<file path="src/rtl/irqser_pkg.sv">
package irqser_pkg;
  typedef enum logic [2:0] {
    ST_IDLE, ST_START, ST_TA_HI, ST_TA_REL, ST_SLOT, ST_STOP, ST_END_HI, ST_END_REL
  } phase_e;

  localparam int unsigned START_MIN  = 4;
  localparam int unsigned START_MAX  = 8;
  localparam int unsigned QUIET_LEN  = 8;
  localparam int unsigned STOP_CONT  = 3;
  localparam int unsigned STOP_QUIET = 2;
  localparam int unsigned SLOT_PITCH = 3;

  function automatic logic [3:0] clamp_start(input logic [3:0] v);
    if (v < 4'(START_MIN)) return 4'(START_MIN);
    else if (v > 4'(START_MAX)) return 4'(START_MAX);
    else return v;
  endfunction
endpackage

</file>
<file path="src/rtl/irqser_seq.sv">
module irqser_seq
  import irqser_pkg::*;
#(
  parameter int NS    = 17,
  parameter int GAP_W = 8,
  localparam int SW   = (NS > 1) ? $clog2(NS) : 1
) (
  input  logic             clk,
  input  logic             rst_n,
  input  logic             line_i,
  input  logic [3:0]       start_len_i,
  input  logic [GAP_W-1:0] gap_i,
  input  logic             quiet_req_i,
  output logic             drive_low_o,
  output logic             drive_high_o,
  output logic             sample_o,
  output logic [SW-1:0]    slot_o,
  output logic             end_o,
  output logic             quiet_o,
  output logic             idle_o
);
  localparam logic [SW-1:0] LAST_SLOT = SW'(NS - 1);
  localparam logic [1:0]    LAST_PH   = 2'(SLOT_PITCH - 1);

  phase_e           st_q, st_d;
  logic [3:0]       cnt_q, cnt_d, tgt_q, tgt_d;
  logic [SW-1:0]    slot_q, slot_d;
  logic [1:0]       ph_q, ph_d;
  logic [GAP_W-1:0] gap_q, gap_d;
  logic             quiet_q, quiet_d, stopq_q, stopq_d;

  always_comb begin
    st_d    = st_q;
    cnt_d   = cnt_q;
    tgt_d   = tgt_q;
    slot_d  = slot_q;
    ph_d    = ph_q;
    gap_d   = gap_q;
    quiet_d = quiet_q;
    stopq_d = stopq_q;
    unique case (st_q)
      ST_IDLE: begin
        if (quiet_q) begin
          if (!line_i) begin
            st_d  = ST_START;
            cnt_d = 4'd1;
            tgt_d = 4'(QUIET_LEN);
          end
        end else if (gap_q >= gap_i) begin
          st_d  = ST_START;
          cnt_d = 4'd0;
          tgt_d = clamp_start(start_len_i);
        end else begin
          gap_d = gap_q + 1'b1;
        end
      end
      ST_START: begin
        cnt_d = cnt_q + 4'd1;
        if (cnt_q + 4'd1 == tgt_q) st_d = ST_TA_HI;
      end
      ST_TA_HI:  st_d = ST_TA_REL;
      ST_TA_REL: begin
        st_d   = ST_SLOT;
        slot_d = '0;
        ph_d   = 2'd0;
      end
      ST_SLOT: begin
        if (ph_q == LAST_PH) begin
          if (slot_q == LAST_SLOT) begin
            st_d    = ST_STOP;
            cnt_d   = 4'd0;
            tgt_d   = quiet_req_i ? 4'(STOP_QUIET) : 4'(STOP_CONT);
            stopq_d = quiet_req_i;
          end else begin
            slot_d = slot_q + 1'b1;
            ph_d   = 2'd0;
          end
        end else begin
          ph_d = ph_q + 2'd1;
        end
      end
      ST_STOP: begin
        cnt_d = cnt_q + 4'd1;
        if (cnt_q + 4'd1 == tgt_q) st_d = ST_END_HI;
      end
      ST_END_HI:  st_d = ST_END_REL;
      ST_END_REL: begin
        st_d    = ST_IDLE;
        gap_d   = '0;
        quiet_d = stopq_q;
      end
      default: st_d = ST_IDLE;
    endcase
  end

  always_ff @(posedge clk or negedge rst_n) begin
    if (!rst_n) begin
      st_q    <= ST_IDLE;
      cnt_q   <= '0;
      tgt_q   <= '0;
      slot_q  <= '0;
      ph_q    <= '0;
      gap_q   <= '0;
      quiet_q <= 1'b0;
      stopq_q <= 1'b0;
    end else begin
      st_q    <= st_d;
      cnt_q   <= cnt_d;
      tgt_q   <= tgt_d;
      slot_q  <= slot_d;
      ph_q    <= ph_d;
      gap_q   <= gap_d;
      quiet_q <= quiet_d;
      stopq_q <= stopq_d;
    end
  end

  assign drive_low_o  = (st_q == ST_START) || (st_q == ST_STOP);
  assign drive_high_o = (st_q == ST_TA_HI) || (st_q == ST_END_HI);
  assign sample_o     = (st_q == ST_SLOT) && (ph_q == 2'd0);
  assign slot_o       = slot_q;
  assign end_o        = (st_q == ST_END_REL);
  assign quiet_o      = quiet_q;
  assign idle_o       = (st_q == ST_IDLE);
endmodule

</file>
<file path="src/rtl/irqser_capture.sv">
module irqser_capture #(
  parameter int NS = 17,
  parameter int SW = 5
) (
  input  logic          clk,
  input  logic          rst_n,
  input  logic          line_i,
  input  logic          sample_i,
  input  logic [SW-1:0] slot_i,
  input  logic          end_i,
  output logic [NS-1:0] irq_o,
  output logic          done_o
);
  logic [NS-1:0] shadow_q;

  for (genvar k = 0; k < NS; k++) begin : g_slot
    logic hit;
    assign hit = sample_i && (slot_i == SW'(k));
    always_ff @(posedge clk or negedge rst_n) begin
      if (!rst_n)   shadow_q[k] <= 1'b0;
      else if (hit) shadow_q[k] <= ~line_i;
    end
  end

  always_ff @(posedge clk or negedge rst_n) begin
    if (!rst_n) begin
      irq_o  <= '0;
      done_o <= 1'b0;
    end else begin
      done_o <= end_i;
      if (end_i) irq_o <= shadow_q;
    end
  end
endmodule

</file>
<file path="src/rtl/irq_serial_host.sv">
module irq_serial_host #(
  parameter int NUM_SLOTS = 17,
  parameter int GAP_W     = 8
) (
  input  logic                 clk,
  input  logic                 rst_n,
  input  logic                 line_i,
  input  logic [3:0]           start_len_i,
  input  logic [GAP_W-1:0]     gap_i,
  input  logic                 quiet_req_i,
  output logic                 drive_low_o,
  output logic                 drive_high_o,
  output logic [NUM_SLOTS-1:0] irq_o,
  output logic                 frame_done_o,
  output logic                 quiet_mode_o
);
  localparam int SW = (NUM_SLOTS > 1) ? $clog2(NUM_SLOTS) : 1;

  logic          sample_w, end_w, idle_w;
  logic [SW-1:0] slot_w;

  irqser_seq #(.NS(NUM_SLOTS), .GAP_W(GAP_W)) u_seq (
    .clk(clk), .rst_n(rst_n), .line_i(line_i), .start_len_i(start_len_i),
    .gap_i(gap_i), .quiet_req_i(quiet_req_i), .drive_low_o(drive_low_o),
    .drive_high_o(drive_high_o), .sample_o(sample_w), .slot_o(slot_w),
    .end_o(end_w), .quiet_o(quiet_mode_o), .idle_o(idle_w)
  );

  irqser_capture #(.NS(NUM_SLOTS), .SW(SW)) u_cap (
    .clk(clk), .rst_n(rst_n), .line_i(line_i), .sample_i(sample_w),
    .slot_i(slot_w), .end_i(end_w), .irq_o(irq_o), .done_o(frame_done_o)
  );
endmodule

</file>
<file path="config.mk">
export PLATFORM = sky130hd
export DESIGN_NAME = irq_serial_host
export DESIGN_NICKNAME = d
export VERILOG_FILES = /design/src/rtl/irqser_pkg.sv /design/src/rtl/irqser_seq.sv /design/src/rtl/irqser_capture.sv /design/src/rtl/irq_serial_host.sv
export SDC_FILE = /design/constraint.sdc
export NUM_CORES = 1
export LEC_CHECK = 0
export BUFFER_PORTS_ARGS = -buffer_cell sky130_fd_sc_hd__buf_2
export CORE_UTILIZATION = 40
export CTS_CLUSTER_SIZE = 14
export DETAILED_ROUTE_END_ITERATION = 7
export PLACE_DENSITY = 0.62
export SLEW_MARGIN = 20
export SYNTH_ARGS = -nofsm -noshare
export SYNTH_HDL_FRONTEND = slang
export SYNTH_SLANG_ARGS = --single-unit
export TNS_END_PERCENT = 50
</file>
<file path="constraint.sdc">
create_clock -name clk -period 3.4 [get_ports clk]
set_input_delay 0.68 -clock clk [delete_from_list [all_inputs] [get_ports clk]]
set_output_delay 0.68 -clock clk [all_outputs]
set_load 0.01 [all_outputs]
</file>
; ---- After elaboration in Yosys (flattened, before gate mapping)
; Cells that the tools add are included.
[op_classes]
n_mux = 32
n_addsub = 4
order_cmp = 3
bitwise = 1
n_eq_ne = 35
reduce_logical = 35
[ops]
columns = op, count
row1 = $mux W4, 12
row2 = $eq A5 B4 Y1 const B, 8
row3 = $pmux W3 S8, 1
row4 = $mux W3, 7
row5 = $eq A5 B3 Y1 const B, 4
row6 = $logic_and A1 B1 Y1, 18
row7 = $mux W8, 2
row8 = $pmux W8 S2, 1
row9 = $eq A3 B3 Y1 const B, 4
row10 = $pmux W4 S3, 1
row11 = $eq A5 B2 Y1 const B, 2
row12 = $mux W5, 2
row13 = $pmux W5 S2, 1
row14 = $reduce_and A5 Y1, 2
row15 = $reduce_and A3 Y1, 3
row16 = $add A8 B1 Y8 const B, 1
row17 = $ge A8 B8 Y1, 1
row18 = $ne A2 B1 Y1 const B, 4
row19 = $pmux W4 S2, 1
row20 = $eq A3 B2 Y1 const B, 2
row21 = $ne A2 B2 Y1 const B, 3
row22 = $ne A3 B3 Y1 const B, 2
row23 = $reduce_and A6 Y1, 1
row24 = $reduce_bool A2 Y1, 3
row25 = 22 further kinds, 24
[word_totals]
regBits = 63
elab_cells = 137

; ---- Logic depth before layout (Yosys ltp)
[depth]
word_depth = 6
mapped_depth = 10

; ---- Modules after synthesis
; Synthesis repeated with hierarchy kept, for this count alone.
[unflattened]
hier_cells = 295
area_unflattened_um2 = 3228.1
[by_module_without_submodules]
columns = mod, area_per_inst_um2, n_inst, cells_per_inst
row1 = irqser_seq, 1825.5, 1, 189
row2 = irqser_capture, 1402.6, 1, 106

; ---- Worst setup path after synthesis
; No wires, ideal clock.
[synth_timing]
path_kind = input-to-reg
startpoint = in gap_i[7]
endpoint = reg u_seq.tgt_q[0]
arrival_time_ps = 2240
path_buffers = 1
t_required_ps = 3275
cell_stages = 9
setup_slack_ps = 1035
setup_time_ps = 125
path_cell_list = inv_1 ha_1 o211ai_1 nor2_1 o21ai_4 a22oi_4 and2_0 buf_2 mux2_2
[synth_between]
elab_chain_len = 3
[synth_lines]
columns = item, line
row1 = start: declaration, irq_serial_host.sv:9  ; input logic [GAP_W-1:0] gap_i,
row2 = $ge A8 B8 Y1, irqser_seq.sv:49  ; end else if (gap_q >= gap_i) begin
row3 = $ne A3 B1 Y1 (no line), n/a
row4 = $reduce_and A5 Y1 (no line), n/a
row5 = end signal: assignment, irqser_seq.sv:109  ; tgt_q <= tgt_d;
row6 = end: declaration, irqser_seq.sv:26  ; logic [3:0] cnt_q, cnt_d, tgt_q, tgt_d;
; No other way between the ends.
; A chain may end at the register's enable or synchronous reset.

; ---- Worst setup path in the final report
[layout_timing]
startpoint = reg u_seq.st_q[0]
endpoint = reg u_cap.shadow_q[3]
[layout_between]
elab_chain_len = 3
[layout_lines]
columns = item, line
row1 = start: declaration, irqser_seq.sv:25  ; phase_e st_q, st_d;
row2 = start signal: assignment, irqser_seq.sv:107  ; st_q <= st_d;
row3 = $eq A3 B3 Y1, irqser_seq.sv:120  ; assign sample_o = (st_q == ST_SLOT) && (ph_q == 2'd0);
row4 = $logic_and A1 B1 Y1, irqser_seq.sv:120
row5 = $logic_and A1 B1 Y1, irqser_capture.sv:18  ; assign hit = sample_i && (slot_i == SW'(k));
row6 = end signal: indexed assignment, irqser_capture.sv:21  ; else if (hit) shadow_q[k] <= ~line_i;
row7 = end: declaration, irqser_capture.sv:14  ; logic [NS-1:0] shadow_q;
; No other way between the ends.

==> results.txt <==
----------------------------------------------------
[Run status]
  Outcome ... finished, final reports clean

[Synthesis]
  Fraction of the mapped netlist area in compound gates ... 12.4%
  Count of flip-flops with a built-in enable after synthesis ... 0
  Synthesized flop and latch total ... 63
  Sequential cell area fraction in the yosys report ... 47.9%
  Post-synthesis instance area ... 3290 sq um
  Fraction of synthesized area in multiplexers ... 5.97%
  Post-synthesis cell count ... 339
  Net Count, Synth ... 375
  Share of synthesized flip-flops with an asynchronous set or reset ... 100%
  Most used flip-flop cell after synthesis ... dfrtp_1
  Count of cell types in the netlist ... 48
  Post-synthesis share of cell area spent on and, or, nand and nor gates ... 18.5%
  Yosys Warn Count ... 0
  Mean Syn Cell Area ... 9.70 sq um
  Adder-cell share of the synthesized area ... 7.61%
  Fraction of synthesized cell area in xor and xnor cells ... 2.66%
  Combinational family with the most area after synthesis ... simple AND/OR/NAND/NOR gates

[Critical path]
  Number of stages on the worst setup path ... 7
  Critical register-to-register path endpoint ... u_cap.shadow_q[3]
  Launching element type of the critical path ... flop
  Slowest Stage Delay on Critical Path ... 0.46 ns
  Bufs and invs on worst path ... 1
  Standard cell with the maximum stage delay on the critical path ... ha_1
  Largest fanout of any net on the critical path ... 10
  FF-to-FF path depth ... 7
  Cell repeated most along the worst path ... or3_1
  Required @ worst endpoint ... 3.66 ns
  Data arrival time of the critical path ... 2.71 ns
  Worst setup path class ... reg2reg
  Launch instance of the worst register-to-register path ... u_seq.st_q[0]
  Critical Path Sink Type ... flop
  Flop-to-flop setup slack ... 0.95 ns
  Cell-by-cell listing of the critical path ... inv_1, ha_1, nand2_2, or3_1, or3_1, nor2b_2, mux2i_1
  Dominant delay contributor by cell family on the critical path ... simple AND/OR/NAND/NOR gates
  Origin of the worst setup path ... u_seq.st_q[0]
  Endpoint of the most critical setup path ... u_cap.shadow_q[3]

[Place]
  Final HPWL DP ... 4460 um
  Cell area reported after detailed placement ... 3560 sq um
  # port buffers ... 36
  Routability congestion estimate ... 0.787

[CTS]
  Number of hold-repair buffers added at the cts stage ... 0
  Clk Tree Root Cell ... clkbuf_8
  PostCTS Resize Cnt ... 0
  CTS Buffer Depth ... 2
  Total clock buffers created by CTS ... 9
  CTS tree ... done
  H-tree lvl count ... 3
  Clock transition time at the flip-flop clock pins of the worst setup and hold paths ... 0.07 ns
  Clock tree sinks ... 63
  Setup repair bufs after CTS ... 0
  Clock latency of the later-clocked register in the worst-skew pair ... 0.34 ns

[Global route]
  Initial antenna violation count ... 0
  Sum of overflow across all layers after global routing ... 0
  Pin count of the biggest net entering global routing ... 30
  First-pass GRT wire length ... 10700 um
  Routing usage on met1 ... 19.9%
  Number of global-route vias before repair ... 2323
  M3 GR Usage ... 4.84%
  GR met2 Demand/Resource ... 26.2%
  Total global routing track utilization ... 16.0%
  Most crowded layer after global routing ... met2

[Flow run]
  Max-capacitance violation count ... 0

[Power]
  Switching share of power ... 37.0%
  Power, Total ... 2.74 mW
  Part of the power in combinational logic ... 35.8%
  Peak ir drop on the vdd network ... 0.423 mV
  Power density cells ... 731 nW/um^2
  Static leakage ... 1.84 nW
  Internal power consumption ... 1.72 mW
  Total net switching power ... 1.01 mW
  Relative contribution of the clock network to total power ... 22.7%
  Share of total power in sequential cells ... 41.5%

[Floorplanning]
  Area of the die ... 8590 sq um
  Std-Cell Core Area ... 7850 sq um
  Number of placed I/O pins ... 37
  Width of the die ... 92.7 um
  Number of placement rows ... 32
  Chip Height ... 92.7 um
  Initial Util ... 41.9%

[Final layout]
  Highest-count cells in the layout ignoring fill and taps ... 69 x nand2_1, 63 x dfrtp_1, 36 x buf_2
  Share of cells above drive strength 1 ... 18.2%
  Area delta synth->final ... 13.9%
  Fin nets ... 411
  Most common library cell in the layout ignoring fill and taps ... nand2_1
  Final design instance area without fill ... 3750 sq um
  Diode insertion count for antenna repair ... 0

[STA]
  Final setup violation count ... 0
  Fin Clk Skew ... 0.00869 ns
  Final period utilization ... 72.1%
  Final Hold Violating Endpoints ... 0
  Least-Margin Pin Slew ... 0.545 ns
  Maximum clock frequency ... 408 MHz
  Min Tclk post-route ... 2.45 ns
  RSZ-0062 raised after global routing ... false
  Number of slew-limit violations in the final report ... 0
  Relative slew slack ... 63.6%
  Setup_tns ... 0 ns
  Hold_ws ... 0.262 ns

[Detailed routing]
  First-pass iteration count of the detailed router ... 4
  Count of unresolved DRC violations after routing ... 0
  Initial DRC Count ... 97
  Per-cell routed wire length ... 12.7 um
  Via count normalized by instance count ... 4.91
  DRT antenna net count ... 0
  Drt total wl ... 6130 um
  Routed via count ... 2366

[Worst hold path]
  Hold Crit Class ... in2async

----------------------------------------------------
[power groups by stage]
stage	Clock [mW]	Sequential, mW	Combinational, mW
3_5_place_dp	0	1.15	0.993
3_3_place_gp	0	1.14	0.968
5_1_grt	0.673	1.16	1.12
6_report	0.622	1.13	0.979
2_1_floorplan	0	1.16	0.695
4_1_cts	0.644	1.14	0.999
[logic make-up after synthesis]
group	after synthesis
compound gates	58
xor+xnor	10
fa+ha+maj	20
buf+inv	41
flops	63
mux	19
simple gates	128
[metrics by stage]
step	util, %	cells	setup slack, ns
2_1_floorplan	-	339	1.04
3_3_place_gp	45.3	466	0.803
3_5_place_dp	45.3	466	0.729
4_1_cts	47.7	482	0.936
5_1_grt	47.7	482	0.654
6_report	47.7	482	0.949
[synth_stat cells (2+ instances only)]
master | number | share of area, %
a21oi_1 | 6 | 0.91
a221o_1 | 2 | 0.61
and3_1 | 2 | 0.38
buf_2 | 4 | 0.61
clkbuf_1 | 7 | 0.80
dfrtp_1 | 63 | 48
ha_1 | 20 | 7.6
inv_1 | 27 | 3.1
mux2_2 | 4 | 1.4
mux2i_1 | 14 | 4.3
nand2_1 | 69 | 7.9
nand2_2 | 2 | 0.38
nand3_1 | 9 | 1.4
nand4_1 | 3 | 0.57
nor2_1 | 19 | 2.2
nor2b_1 | 4 | 0.76
nor3_1 | 4 | 0.61
nor3b_1 | 3 | 0.68
o211ai_1 | 4 | 0.91
o21ai_0 | 24 | 3.7
o31ai_1 | 12 | 2.7
or3_1 | 2 | 0.38
or4_1 | 2 | 0.46
xnor2_1 | 5 | 1.3
xor2_1 | 5 | 1.3
[area by class of cell]
cell class	count	area, sq um
Clock buffer	10	128
Clock inverter	6	61.3
Fill cell	802	4100
Inverter	27	101
Multi-Input combinational cell	235	1550
Sequential cell	63	1580
Tap cell	102	128
Timing Repair Buffer	39	203
[sequential cells by signal, indices dropped and copies added, names as in the netlist, 2 cells and up]
name and count:
u_cap.irq_o 17, u_cap.shadow_q 17, u_seq.cnt_q 4, u_seq.gap_q 8
u_seq.ph_q 2, u_seq.slot_o 5, u_seq.st_q 3, u_seq.tgt_q 4
[routing by layer]
metal | routed length [um] | share of wire [%] | vias to the layer above
li1 | - | - | 1222
met1 | 2990 | 49 | 1092
met2 | 2830 | 46 | 42
met3 | 227 | 3.7 | 10
met4 | 79 | 1.3 | 0
met5 | 0 | 0 | -
[worst min-delay path by stage]
stage / from / endpoint / slack [ns] / cells past startpoint
global route: rst_n / u_cap.irq_o[0] / 0.27 / 1
floorplan: rst_n / u_cap.done_o / 0.38 / 0
global placement: u_seq.stopq_q / u_seq.quiet_o / 0.44 / 2
CTS: rst_n / u_cap.irq_o[0] / 0.26 / 1
detailed placement: u_cap.shadow_q[12] / u_cap.irq_o[12] / 0.45 / 2
finish: rst_n / u_cap.irq_o[0] / 0.26 / 1
Note: power is estimated with default switching activity, not from simulation.
